--- src/rtl/mc_ctl_pkg.sv ---
package mc_ctl_pkg;
  localparam int OPC_W = 6;
  localparam int ST_W  = 4;
  localparam int SEL_W = 2;

  localparam logic [OPC_W-1:0] OPC_RTYPE = 6'b000000;
  localparam logic [OPC_W-1:0] OPC_LOAD  = 6'b100011;
  localparam logic [OPC_W-1:0] OPC_STORE = 6'b101011;
  localparam logic [OPC_W-1:0] OPC_BEQ   = 6'b000100;
  localparam logic [OPC_W-1:0] OPC_JUMP  = 6'b000010;

  typedef enum logic [ST_W-1:0] {
    S_FETCH  = 4'd0,
    S_DECODE = 4'd1,
    S_MADDR  = 4'd2,
    S_MREAD  = 4'd3,
    S_MWB    = 4'd4,
    S_MWRITE = 4'd5,
    S_EXEC   = 4'd6,
    S_RDONE  = 4'd7,
    S_BRANCH = 4'd8,
    S_JUMP   = 4'd9
  } st_e;

  typedef struct packed {
    logic             pc_load;
    logic             pc_cond;
    logic             addr_alu;
    logic             mem_rd;
    logic             mem_wr;
    logic             wb_mem;
    logic             ir_load;
    logic [SEL_W-1:0] pc_src;
    logic [SEL_W-1:0] alu_mode;
    logic             a_sel;
    logic [SEL_W-1:0] b_sel;
    logic             rf_we;
    logic             rf_dst;
  } ctl_t;
endpackage

--- src/rtl/mc_ctl_next.sv ---
module mc_ctl_next
  import mc_ctl_pkg::*;
(
  input  st_e              cur,
  input  logic [OPC_W-1:0] opc,
  output st_e              nxt
);
  always_comb begin
    nxt = S_FETCH;
    case (cur)
      S_FETCH:  nxt = S_DECODE;
      S_DECODE: begin
        case (opc)
          OPC_LOAD, OPC_STORE: nxt = S_MADDR;
          OPC_RTYPE:           nxt = S_EXEC;
          OPC_BEQ:             nxt = S_BRANCH;
          OPC_JUMP:            nxt = S_JUMP;
          default:             nxt = S_FETCH;
        endcase
      end
      S_MADDR:  nxt = (opc == OPC_STORE) ? S_MWRITE : S_MREAD;
      S_MREAD:  nxt = S_MWB;
      S_EXEC:   nxt = S_RDONE;
      default:  nxt = S_FETCH;
    endcase
  end
endmodule

--- src/rtl/mc_ctl_decode.sv ---
module mc_ctl_decode
  import mc_ctl_pkg::*;
(
  input  st_e  st,
  output ctl_t ctl
);
  always_comb begin
    ctl = '0;
    case (st)
      S_FETCH: begin
        ctl.mem_rd  = 1'b1;
        ctl.ir_load = 1'b1;
        ctl.pc_load = 1'b1;
        ctl.b_sel   = 2'b01;
      end
      S_DECODE: ctl.b_sel = 2'b11;
      S_MADDR: begin
        ctl.a_sel = 1'b1;
        ctl.b_sel = 2'b10;
      end
      S_MREAD: begin
        ctl.mem_rd   = 1'b1;
        ctl.addr_alu = 1'b1;
      end
      S_MWB: begin
        ctl.rf_we  = 1'b1;
        ctl.wb_mem = 1'b1;
      end
      S_MWRITE: begin
        ctl.mem_wr   = 1'b1;
        ctl.addr_alu = 1'b1;
      end
      S_EXEC: begin
        ctl.a_sel    = 1'b1;
        ctl.alu_mode = 2'b10;
      end
      S_RDONE: begin
        ctl.rf_we  = 1'b1;
        ctl.rf_dst = 1'b1;
      end
      S_BRANCH: begin
        ctl.a_sel    = 1'b1;
        ctl.alu_mode = 2'b01;
        ctl.pc_cond  = 1'b1;
        ctl.pc_src   = 2'b01;
      end
      S_JUMP: begin
        ctl.pc_load = 1'b1;
        ctl.pc_src  = 2'b10;
      end
      default: ctl = '0;
    endcase
  end
endmodule

--- src/rtl/mc_ctl_seq.sv ---
module mc_ctl_seq
  import mc_ctl_pkg::*;
(
  input  logic             clk,
  input  logic             rst,
  input  logic [OPC_W-1:0] opcode,
  input  logic             alu_zero,
  output logic             pc_load,
  output logic             pc_load_if_zero,
  output logic             addr_sel_alu,
  output logic             mem_rd,
  output logic             mem_wr,
  output logic             wb_sel_mem,
  output logic             ir_load,
  output logic [SEL_W-1:0] pc_src,
  output logic [SEL_W-1:0] alu_mode,
  output logic             alu_a_sel,
  output logic [SEL_W-1:0] alu_b_sel,
  output logic             rf_we,
  output logic             rf_dst_sel,
  output logic             pc_en,
  output logic [ST_W-1:0]  state_dbg
);
  st_e  state_q;
  st_e  state_nx;
  st_e  state_d;
  ctl_t ctl_d;
  ctl_t ctl_q;

  mc_ctl_next u_next (
    .cur (state_q),
    .opc (opcode),
    .nxt (state_nx)
  );

  assign state_d = rst ? S_FETCH : state_nx;

  // Decode from the next state so the registered word lines up with state_q
  mc_ctl_decode u_dec (
    .st  (state_d),
    .ctl (ctl_d)
  );

  always_ff @(posedge clk) begin
    state_q <= state_d;
    ctl_q   <= ctl_d;
  end

  assign pc_load         = ctl_q.pc_load;
  assign pc_load_if_zero = ctl_q.pc_cond;
  assign addr_sel_alu    = ctl_q.addr_alu;
  assign mem_rd          = ctl_q.mem_rd;
  assign mem_wr          = ctl_q.mem_wr;
  assign wb_sel_mem      = ctl_q.wb_mem;
  assign ir_load         = ctl_q.ir_load;
  assign pc_src          = ctl_q.pc_src;
  assign alu_mode        = ctl_q.alu_mode;
  assign alu_a_sel       = ctl_q.a_sel;
  assign alu_b_sel       = ctl_q.b_sel;
  assign rf_we           = ctl_q.rf_we;
  assign rf_dst_sel      = ctl_q.rf_dst;
  assign pc_en           = ctl_q.pc_load | (ctl_q.pc_cond & alu_zero);
  assign state_dbg       = state_q;

  assert_reset_fetch_R1: assert property (@(posedge clk)
    rst |=> (state_dbg == 4'd0 && ir_load && pc_load));

  assert_fetch_next_R2: assert property (@(posedge clk) disable iff (rst)
    state_q == S_FETCH |=> state_q == S_DECODE);

  assert_dispatch_beq_R3: assert property (@(posedge clk) disable iff (rst)
    (state_q == S_DECODE && opcode == OPC_BEQ) |=> state_dbg == 4'd8);

  assert_load_wb_R4: assert property (@(posedge clk) disable iff (rst)
    state_q == S_MREAD |=> (rf_we && wb_sel_mem));

  assert_store_done_R5: assert property (@(posedge clk) disable iff (rst)
    state_q == S_MWRITE |=> state_q == S_FETCH);

  assert_rtype_done_R6: assert property (@(posedge clk) disable iff (rst)
    state_q == S_EXEC |=> (rf_we && rf_dst_sel));

  assert_branch_done_R7: assert property (@(posedge clk) disable iff (rst)
    pc_load_if_zero |=> state_q == S_FETCH);

  assert_jump_done_R8: assert property (@(posedge clk) disable iff (rst)
    state_q == S_JUMP |=> state_q == S_FETCH);

  assert_pc_gate_R9: assert property (@(posedge clk) disable iff (rst)
    (pc_load_if_zero && !alu_zero) |-> !pc_en);

  assert_bad_opcode_R10: assert property (@(posedge clk) disable iff (rst)
    (state_q == S_DECODE && opcode != OPC_LOAD && opcode != OPC_STORE &&
     opcode != OPC_RTYPE && opcode != OPC_BEQ && opcode != OPC_JUMP)
    |=> state_q == S_FETCH);

  assert_mem_excl_R11: assert property (@(posedge clk) disable iff (rst)
    !(mem_rd && mem_wr));

  assert_rf_we_state_R11: assert property (@(posedge clk) disable iff (rst)
    rf_we |-> (state_q == S_MWB || state_q == S_RDONE));
endmodule

--- config.mk ---
export PLATFORM = sky130hd
export DESIGN_NAME = mc_ctl_seq
export DESIGN_NICKNAME = d
export VERILOG_FILES = /design/src/rtl/mc_ctl_pkg.sv /design/src/rtl/mc_ctl_next.sv /design/src/rtl/mc_ctl_decode.sv /design/src/rtl/mc_ctl_seq.sv
export SDC_FILE = /design/constraint.sdc
export NUM_CORES = 1
export LEC_CHECK = 0
export BUFFER_PORTS_ARGS = -buffer_cell sky130_fd_sc_hd__buf_2
export CORE_MARGIN = 3
export CORE_UTILIZATION = 51
export CTS_BUF_LIST = sky130_fd_sc_hd__clkbuf_16
export CTS_CLUSTER_SIZE = 12
export DETAILED_ROUTE_END_ITERATION = 8
export PLACE_DENSITY = 0.93
export SLEW_MARGIN = 5
export SYNTH_ARGS = -nofsm -noshare
export SYNTH_HDL_FRONTEND = slang
export SYNTH_SLANG_ARGS = --single-unit
--- constraint.sdc ---
create_clock -name clk -period 3.3 [get_ports clk]
set_clock_uncertainty 0.15 [all_clocks]
set_input_delay 0.165 -clock clk [delete_from_list [all_inputs] [get_ports clk]]
set_output_delay 0.165 -clock clk [all_outputs]
set_load 0.01 [all_outputs]
# Yosys cells after proc, flatten, opt, wreduce, memory -nomap -nowiden
# Cells that the tools add are included.
[classes] bitwise_logic=2 n_mux=17 n_reduce_logical=9 n_eq_ne=17
[op_table] operator="equality test 4 x 3 -> 1 bit, second input constant" count=5
[op_table] operator="case mux 4 bit (5 select lines)" count=1
[op_table] operator="equality test 4 x 2 -> 1 bit, second input constant" count=4
[op_table] operator="case mux 4 bit (4 select lines)" count=1
[op_table] operator="equality test 6 bit, second input constant" count=2
[op_table] operator="2-to-1 mux 1 bit" count=10
[op_table] operator="OR reduction 2 bit" count=5
[op_table] operator="equality test 4 x 1 -> 1 bit, second input constant" count=2
[op_table] operator="equality test 4 bit, second input constant" count=2
[op_table] operator="logical NOT 4 bit" count=2
[op_table] operator="case mux 2 bit (2 select lines)" count=2
[op_table] operator="equality test 6 x 2 -> 1 bit, second input constant" count=1
[op_table] operator="equality test 6 x 3 -> 1 bit, second input constant" count=1
[op_table] operator="logical NOT 6 bit" count=1
[op_table] operator="case mux 2 bit (3 select lines)" count=1
[op_table] operator="2-to-1 mux 4 bit" count=1
[op_table] operator="2-to-1 mux 3 bit" count=1
[op_table] operator="OR reduction 3 bit" count=1
[op_table] operator="AND 1 bit" count=1
[op_table] operator="bitwise OR 1 bit" count=1
[totals] wordCells=59 output_inout_bits=21 register_bits=20 in_bits=9

# Depth between registers and ports, before layout
# Gate-level depths: netlist of the first run.
[depth] depth_word=8 depth_mapped=6 ltp_nobuf=5

# Modules after synthesis
# A second synthesis of the first run with hierarchy kept.
[hier_totals] cells_unflattened=70 hier_area_um2=767.0
[modules_own_cells] module="mc_ctl_seq" seq_area_each_um2=400.4 area_per_inst_um2=432.9 cells_per_inst=25 n_inst=1
[modules_own_cells] module="mc_ctl_decode" seq_area_each_um2=0.0 area_per_inst_um2=180.2 cells_per_inst=27 n_inst=1
[modules_own_cells] module="mc_ctl_next" seq_area_each_um2=0.0 area_per_inst_um2=153.9 cells_per_inst=18 n_inst=1

# Worst setup path after synthesis of the first run
# No wires, ideal clock.
[synth_timing] path_type="register to register" from="reg state_q[3] (netlist: state_dbg[3])" to="reg ctl_q (netlist bit rf_we)" slack_ps=1199 n_path_buf=1 period_less_slack_ps=2101 arrival_time_ps=1890 setup_time_ps=61 stages_incl_launch_ff=6 required_time_ps=3089 path_cell_list="dfxtp_1 buf_2 or4b_4 a2111o_1 a211oi_2 o2111a_1"
[synth_lines] element="start: declaration" line="mc_ctl_seq.sv:24" rtl="st_e state_q;"
[synth_lines] element="start signal: assignment" line="mc_ctl_seq.sv:45" rtl="state_q <= state_d;"
[synth_lines] element="end signal: assignment" line="mc_ctl_seq.sv:46" rtl="ctl_q <= ctl_d;"
[synth_lines] element="end: declaration" line="mc_ctl_seq.sv:28" rtl="ctl_t ctl_q;"

==> impl_results.md, run 1 <==
- Avg Inst Size Synth: 9.99 sq um
- Num CTS Buffers: 3
- Syn Std Cell Area: 850 sq um
- DRT iter0 DRCs: 61
- Syn. warnings: 0
- Post-CTS sizing: 0
- Post-Synth Simple-Gate Area: 19.7%
- Area of the multi-input gates: 434 sq um
- Port Buffers: 29
- Relative slew slack: 51.6%
- Maximum VDD drop: 0.000327 V
- MaxCap Viol Count: 0
- Largest cells by area after synthesis: dfxtp_1, nor4_1, a2111oi_4
- Routed len/inst: 18.6 microns
- Chip Height: 46.8 microns
- Distinct cells, synth: 39
- Compound-Gate Fraction of Synth Area: 29.3%
- Clock root buffer: clkbuf_16
- Deepest clock path buffer count: 2
- # hold bufs at CTS: 0
- Largest family of logic cells by synthesized area: compound AO/OA/AOI/OAI gates
- Die area: 2190 sq um
- Initial Util: 55.1%
- Synth area leader: dfxtp_1
- RSZ-0062 raised after global routing: false
- Overall Global Routing Usage: 24.2%
- First-pass GRT wire length: 3640 microns
- Max Clk Rate: 0.451 GHz
- Mux contribution to synthesized area: 0%
- Crit Path Max Fanout: 8
- Power per Cell Area: 500 nW/um^2
- Pleak: 0.482 nW
- CP Capture Type: register
- Pre-Repair DR Iteration Count: 4
- Synthesis-stage register bit count: 19
- DRC viols: 0
- Clock slew at reported path FFs: 0.05 ns
- Initial antenna violation count: 0
- DIE WIDTH: 46.8 microns
- Via Count: 867
- Gate Count Post-Synth: 85
- Post-layout min period: 2.22 ns
- Sequential share of the synthesized area: 44.8%
- Site Rows: 14
- Total negative setup slack: 0 ns
- Yosys top cell area share: 44.8%
- CTS tree: done
- CP Launch Type: register
- Fin nets: 125
- Fillers: 133
- Worst Hold Class: primary input to register
- Final period util: 67.1%
- Remaining antenna violation count: 0
- HPWL Detailed: 1810 microns
- H-tree levels: 1
- WHS: 0.0968 ns
- Post-synthesis adder-cell area fraction: 0%
- Final Wtd Congestion: 0.960
- Remaining Overflow, GRT: 0
- Worst Tran Pin Value: 0.716 ns
- Vias in the first global route: 802
- Final Max Tran Viols: 0
- Critical path arrival: 2.26 ns
- Final hold vios: 0
- Core Area: 1540 sq um
- CP required: 3.34 ns
- Syn Nets: 94
- Clock latency on the worst-skew pair: 0.25 ns
- Largest net degree at the start of global routing: 12
- Worst Path Class, Setup: register to register
- Setup violators final: 0
- Synth-to-Final Area Change: 27.0%
- Xor/xnor cell area share of the yosys netlist: 2.06%
- Routed wire length: 2440 microns
- Number of post-CTS setup repair buffers: 0
- Status: finished, final reports clean
- Layout cell share with drive strength beyond 1: 36.5%
- Routed vias/inst: 6.62
- Antenna diodes: 0
- Clock Sinks: 19
- # IOs: 30
- Seq. cell area: 380 sq um
[stage by stage]
stage	instance area, sq um	utilization (%)	total power [mW]	std cells	worst slack (ns)
floorplan	850	-	0.275	85	1.20
global placement	998	64.8	0.294	127	1.24
detailed placement	998	64.8	0.297	127	1.15
CTS	1080	70.0	0.540	131	1.13
global route	1080	70.0	0.554	131	1.02
finish	1080	70.0	0.540	131	1.08
[cell type report]
cell class                 count  area share [%]
multi-input combinational     58            40.3
sequential                    19            35.3
timing repair buffer          29            13.5
inverter                       5            1.74
clock inverter                 1           0.464
tap                           16            1.86
clock buffer                   3            6.96
[synth_stat cells]
cell        n
dfxtp_1    19
nor4_1      6
a21oi_1     5
nor2_1      5
inv_1       4
nand2_1     4
a211oi_1    3
o21ai_0     3
a2111o_1    2
a211oi_2    2
a21o_1      2
nor4b_1     2
o211ai_1    2
a2111oi_4   1
a211o_2     1
a2bb2oi_1   1
a41o_2      1
a41oi_1     1
and3_1      1
and3_2      1
buf_2       1
buf_4       1
clkbuf_1    1
clkinv_1    1
nand2b_1    1
nand3_1     1
nor3_1      1
nor3b_1     1
o2111a_1    1
o21a_1      1
o22ai_1     1
o2bb2ai_1   1
o41ai_1     1
or2_2       1
or4_4       1
or4b_1      1
or4b_4      1
xnor2_1     1
xor2_1      1
[power by group]
| group | switching, mW | total (mW) | leakage, nW | internal (mW) |
|---|---|---|---|---|
| logic | 0.0337 | 0.0554 | 0.287 | 0.0218 |
| clock network | 0.0832 | 0.245 | 0.0409 | 0.162 |
| registers | 0.00347 | 0.239 | 0.155 | 0.235 |
| total | 0.120 | 0.540 | 0.482 | 0.419 |
[final timing paths]
check | startpoint | to | slack [ns] | depth (start not counted)
worst max-delay path | state_dbg[0] | rf_we | 1.08 | 4
worst min-delay path | rst | mem_rd | 0.1 | 3
worst max register to register | state_dbg[0] | rf_we | 1.08 | 4
worst min register to register | state_dbg[3] | mem_rd | 0.65 | 2
[sequential cells by signal, indices dropped and copies added, names as in the netlist, 2 cells and up]
signal,cells
pc_src,2
alu_mode,2
state_dbg,4
alu_b_sel,2
[worst max-delay path, stage by stage, from the launching register on]
cell and delay (ns):
dfxtp_1 0.44, or4b_4 0.54, a2111o_1 0.50, a211oi_2 0.30, o2111a_1 0.22
[layer usage]
metal | vias up | global-route usage, % | routed length (microns)
met3 | 12 | 4.21 | 234
met4 | 0 | 14.9 | 138
met5 | - | 0 | 0
met2 | 65 | 43.4 | 1210
met1 | 398 | 26.0 | 856
li1 | 392 | - | -
[cells in the final DEF, fill, tap and decap left out, drive strengths merged, types with 2 or more instances in the layout]
cell type	count
inv	4
o211ai	2
and3	2
nor4b	2
a21oi	5
dfxtp	19
buf	29
nor2	5
a211oi	5
o21ai	3
nor4	6
a2111o	2
a21o	2
clkbuf	3
or4b	2
nand2	4
clkinv	2
[cells by family (layout without fill, tap and decap cells)]
kind of cell,after synthesis,count (layout)
compound gates,29,29
buf+inv,8,38
xor+xnor,2,2
simple gates,27,27
flops,19,19
Note: power is estimated with default switching activity, not from simulation.
==> run 2, diff against run 1 <==
CORE_UTILIZATION = 47   (was 51)
PLACE_DENSITY = 0.88   (was 0.93)
clock period = 2.3 ns   (was 3.3 ns; I/O delays follow)
==> run 2 against run 1 <==
Worst hold slack lost 0.084 ns. Die area grew 7.4%. Utilization decreased by 0.27 points. Sequential power grew 44%. Final cell count grew 8.4%. Global-route usage shrank 4.1 points. Register-to-register slack worse by 0.96 ns. Sequential share of layout area down 1.0 points. Maximum frequency up 1.7%. Clock power increased by 42%. Via count fell by 4.6%. Final area rose by 3.0%. Critical path type unchanged. Highest routed layer unchanged.
==> impl_results.md, run 2 (synthesis gave the netlist of run 1 again) <==
- Status: finished, final reports clean
- Die area: 2350 sq um (+7.4%)
- Sequential Power Share: 44.5% (+0.3 points)
- Largest net degree at the start of global routing: 12 (unchanged)
- Fin nets: 128 (+2.4%)
- Power per Cell Area: 693 nW/um^2 (+39%)
- Routed wire length: 2230 microns (-8.6%)
- Clock share of power: 45.1% (-0.4 points)
- Final instance area: 1110 sq um (+3.0%)
- Site Rows: 14 (unchanged)
- Sw power: 167 uW (+39%)
- Critical path arrival: 2.22 ns (-0.04 ns)
- Comb pwr share: 10.3% (about the same)
- CP required: 2.34 ns (-1.00 ns)
- Total negative setup slack: 0 ns (unchanged)
- Crit path largest cell delay: 0.54 ns (about the same)
- Post-route insts no fill: 142 (+8.4%)
- Worst Hold Class: primary input to register
- Number of post-CTS setup repair buffers: 0 (unchanged)
- Worst Path Class, Setup: register to register
- Pleak: 0.498 nW (+3.3%)
- Leading cell type in the layout, fill and taps excluded: buf_2
- Switching share of total power: 21.7% (-0.61 points)
- MaxCap Viol Count: 0 (unchanged)
- Relative slew slack: 63.5% (+12 points)
- Pre-Repair DR Iteration Count: 4 (unchanged)
- Setup violators final: 0 (unchanged)
- Port Buffers: 29 (unchanged)
- Most frequent cells in the layout: buf_2, dfxtp_1, nor4_1
- Overall Global Routing Usage: 20.0% (-4.1 points)
- Crit Path Max Fanout: 8 (unchanged)
- Hold wc startpoint: rst
- Num CTS Buffers: 3 (unchanged)
- Remaining Overflow, GRT: 0 (unchanged)
- Crit path launch: state_dbg[0]
- Routed vias/inst: 5.82 (-12%)
- Layout cell share with drive strength beyond 1: 38.1% (+1.6 points)
- CP Launch Type: register
- CTS tree: done
- Final Max Tran Viols: 0 (unchanged)
- Initial Util: 53.3% (-1.8 points)
- # hold bufs at CTS: 0 (unchanged)
- Clock latency on the worst-skew pair: 0.25 ns (about the same)
- DIE WIDTH: 48.5 microns (+3.6%)
- Final Wtd Congestion: 0.917 (-4.4%)
- Largest register FFs: 4 (unchanged)
- Core Area: 1590 sq um (+3.4%)
- Maximum VDD drop: 0.000592 V (+81%)
- Final hold vios: 0 (unchanged)
- Clock slew at reported path FFs: 0.05 ns (about the same)
- Cell-internal power: 603 uW (+44%)
- R2R Path Start: state_dbg[0]
- First-pass GRT wire length: 3660 microns (+0.55%)
- Synth-to-Final Area Change: 30.8%
- Worst Tran Pin Value: 0.542 ns (-0.174 ns)
- Clock Sinks: 19 (unchanged)
- Final period util: 94.8% (+28 points)
- Post-CTS sizing: 0 (unchanged)
- Initial antenna violation count: 0 (unchanged)
- Cell count after placement: 138 (+8.7%)
- Post-layout min period: 2.18 ns (-0.0363 ns)
- RSZ-0062 raised after global routing: false
- Total power: 770 uW (+43%)
- Worst-path cell chain: or4b_4 -> a2111o_1 -> a211oi_2 -> o2111a_1
- Remaining antenna violation count: 0 (unchanged)
- Deepest clock path buffer count: 2 (unchanged)
- DRT iter0 DRCs: 16 (-74%)
- H-tree levels: 1 (unchanged)
- DRC viols: 0 (unchanged)
- # IOs: 30 (unchanged)
- CP Capture Type: register
- Dpl cell area: 1030 sq um (+3.3%)
- Vias in the first global route: 793 (-1.1%)
- Antenna diodes: 0 (unchanged)
- Max Clk Rate: 0.459 GHz (+1.7%)
- Clock root buffer: clkbuf_16
- Routed len/inst: 15.7 microns (-16%)
- CP max stage cell: or4b_4
- HPWL Detailed: 1700 microns (-5.9%)
- Via Count: 827 (-4.6%)
- Chip Height: 48.5 microns (+3.6%)
## run 2: per-stage QoR
step	utilization [%]	hold slack (ns)	worst slack, ns
3_3_place_gp	64.7	0.270	0.231
5_1_grt	69.7	0.0175	0.0495
6_report	69.7	0.0126	0.121
4_1_cts	69.7	0.00479	0.129
2_1_floorplan	-	0.108	0.199
3_5_place_dp	64.7	0.258	0.152
## run 2: final timing paths
check / to / slack (ns) / cells past startpoint
setup / recovery: rf_we / 0.12 / 4
hold / removal: pc_load / 0.01 / 3
setup reg to reg: rf_we / 0.12 / 4
hold reg to reg: pc_load / 0.56 / 3
## run 2: power groups by stage
stage          combinational (mW)  clock, mW  sequential [mW]
2_1_floorplan              0.0412          0            0.353
3_3_place_gp               0.0754          0            0.349
3_5_place_dp               0.0774          0            0.350
4_1_cts                    0.0786      0.352            0.343
5_1_grt                    0.0863      0.372            0.344
6_report                   0.0796      0.347            0.343
## run 2: area by class of cell
type | count | area, sq um
clock buffer | 3 | 75.1
clock inverter | 1 | 5.00
fill | 120 | 483
inverter | 5 | 18.8
multi-input combinational | 58 | 434
sequential | 19 | 380
tap | 24 | 30.0
timing repair buffer | 32 | 168
## run 2: routing by layer
| layer | share of wire [%] | up-vias | global-route usage, % |
|---|---|---|---|
| met3 | 6.4 | 8 | 7.06 |
| met2 | 51 | 33 | 35.1 |
| met1 | 40 | 387 | 22.4 |
| li1 | - | 399 | - |
| met4 | 2.3 | 0 | 7.11 |
| met5 | 0 | - | 0 |
## run 2: worst max-delay path: cells and delay by family (launching register included)
family / cells / cell delay (ns)
compound gates: 3 / 0.99
flops: 1 / 0.44
simple gates: 1 / 0.54
==> run 3, diff against run 2 <==
CORE_UTILIZATION = 43   (was 47)
PLACE_DENSITY = 0.85   (was 0.88)
clock period = 2 ns   (was 2.3 ns; I/O delays follow)
==> run 3 against run 2 <==
Wire length up 8.8%. Flip-flop and latch count unchanged. Maximum frequency up 14%. Count of clock-buffer cells in the layout unchanged. Die area up 8.1%. Non-clock buffer count up 8. The run now ends with negative hold slack left. Highest routed layer unchanged. Sequential power up 14%. Clock power up 17%. Via count up 9.2%. Critical path depth unchanged. Worst hold slack worse by 0.020 ns.
==> impl_results.md, run 3 (synthesis gave the netlist of run 1 again) <==
- Status: finished with violations
- Violated checks: negative hold slack
- Clock slew at reported path FFs: 0.05 ns (about the same)
- Reg-to-Reg End: rf_we
- Critical path arrival: 1.96 ns (-0.26 ns)
- CP Launch Type: register
- Initial antenna violation count: 0 (unchanged)
- MaxCap Viol Count: 0 (unchanged)
- Die area: 2550 sq um (+8.1%)
- Worst-path cell chain: or4b_4 -> a2111o_1 -> a211oi_2 -> o2111a_1
- Deepest clock path buffer count: 2 (unchanged)
- Routed len/inst: 16.1 microns (+2.4%)
- Reg2reg path depth: 4 (unchanged)
- Maximum VDD drop: 0.000848 V (+43%)
- CP Capture Type: register
- Clock latency on the worst-skew pair: 0.25 ns (about the same)
- Chip Height: 50.5 microns (+4.0%)
- Worst Path Class, Setup: register to register
- Overall Global Routing Usage: 20.1% (+0.086 points)
- Final Wtd Congestion: 0.856 (-6.6%)
- Num CTS Buffers: 3 (unchanged)
- DIE WIDTH: 50.5 microns (+4.0%)
- HPWL Detailed: 1830 microns (+7.3%)
- Vias in the first global route: 847 (+6.8%)
- CP required: 2.05 ns (-0.29 ns)
- Largest net degree at the start of global routing: 12 (unchanged)
- # hold bufs at CTS: 0 (unchanged)
- Worst Tran Pin Value: 0.551 ns (+0.00947 ns)
- Post-layout min period: 1.92 ns (-0.262 ns)
- RSZ-0062 raised after global routing: true
- Fin util: 66.3% (-3.5 points)
- Via Count: 903 (+9.2%)
- Port Buffers: 29 (unchanged)
- Antenna diodes: 0 (unchanged)
- Crit Path Max Fanout: 4 (-4)
- Routed wire length: 2430 microns (+8.8%)
- Site Rows: 15 (+1)
- Synth-to-Final Area Change: 40.5%
- Leading cell type in the layout, fill and taps excluded: buf_2
- Setup WS pre-CTS: 0.0259 ns (-0.126 ns)
- WHS: -0.00750 ns (-0.0201 ns)
- Most frequent cells in the layout: buf_2, dfxtp_1, buf_4
- H-tree levels: 1 (unchanged)
- Worst Hold Class: primary input to register
- Layout cell share with drive strength beyond 1: 44.4% (+6.3 points)
- Remaining antenna violation count: 0 (unchanged)
- Fillers: 152 (+27%)
- Clock root buffer: clkbuf_16
- First-pass GRT wire length: 3820 microns (+4.3%)
- Power per Cell Area: 759 nW/um^2 (+9.6%)
- Fin nets: 136 (+6.3%)
- DRC viols: 0 (unchanged)
- Relative slew slack: 62.9% (-0.64 points)
- Pre-Repair DR Iteration Count: 4 (unchanged)
- Initial Util: 47.2% (-6.1 points)
- Final Max Tran Viols: 0 (unchanged)
- R2R Path Start: state_dbg[0]
- Hold Crit Depth: 3 (unchanged)
- Largest register FFs: 4 (unchanged)
- Total negative setup slack: 0 ns (unchanged)
- Routed vias/inst: 5.98 (+2.7%)
- Hold path endpoint: pc_load
- Crit path largest cell delay: 0.52 ns (-0.02 ns)
- Final hold vios: 1 (+1)
- Core Area: 1800 sq um (+13%)
- # IOs: 30 (unchanged)
- DRT iter0 DRCs: 33 (+17)
- Total power: 906 uW (+18%)
- Pleak: 0.541 nW (+8.7%)
- Setup WS post-layout: 0.0825 ns (-0.0382 ns)
- Clock Sinks: 19 (unchanged)
- Hold wc startpoint: rst
- Remaining Overflow, GRT: 0 (unchanged)
- Internal reg-to-reg setup slack: 0.08 ns (-0.04 ns)
- Setup violators final: 0 (unchanged)
- Max Clk Rate: 0.522 GHz (+14%)
- CP max stage cell: or4b_4
- CTS tree: done
- Final period util: 95.9% (+1.1 points)
-- run 3: changes by cell type in the layout (fill, tap and decap cells not counted) --
cell	change
a211oi_2	-1
a211oi_4	+1
buf_4	+8
clkinv_1	-1
clkinvlp_4	+1
inv_1	-1
inv_2	+1
o21ai_0	-1
o21ai_1	+1
o41ai_1	-1
o41ai_2	+1
or2_2	-1
or2_4	+1
-- run 3: area by class of cell --
cell class                 count  area [sq um]  share of cell area, %
multi-input combinational     58           452                   37.8
sequential                    19           380                   31.9
timing repair buffer          40           228                   19.1
clock inverter                 1          5.00                  0.419
clock buffer                   3          75.1                   6.29
inverter                       5          22.5                   1.89
tap                           25          31.3                   2.62
-- run 3: metal layers --
metal / track usage (%) / wire, microns
met2: 34.6 / 1220
met4: 7.62 / 43
met1: 23.4 / 963
met3: 5.93 / 194
met5: 0 / 0
-- run 3: how the worst max path moves through the flow --
stage | from | end | slack (ns) | cells past startpoint
finish | state_dbg[0] | rf_we | 0.08 | 4
global route | state_dbg[0] | alu_a_sel | -0.04 | 4
CTS | state_dbg[2] | mem_wr | 0.01 | 4
detailed placement | state_dbg[0] | rf_we | 0.03 | 4
global placement | opcode[5] | rf_we | 0.09 | 5
floorplan | state_dbg[3] | rf_we | 0.001 | 5
-- run 3: repair_timing --
item,4_1_cts,5_1_grt
setup endpoints to repair,0,12
resized for setup,0,6
setup buffers,0,0
-- run 3: report_power, final --
group | internal [mW] | total (mW) | switching [mW]
Sequential | 0.388 | 0.392 | 0.00371
Combinational | 0.0468 | 0.108 | 0.0607
Clock | 0.268 | 0.407 | 0.139
Total | 0.703 | 0.906 | 0.203
-- run 3: stage by stage --
step	cell area (sq um)	cells
6_report	1190	151
2_1_floorplan	850	85
3_5_place_dp	1090	147
4_1_cts	1170	151
5_1_grt	1190	151
3_3_place_gp	1090	147
-- run 3: critical path: cells and delay by family, from the launching register on --
kind	cells	cell delay [ns]
compound gates	3	0.82
flops	1	0.37
simple gates	1	0.52
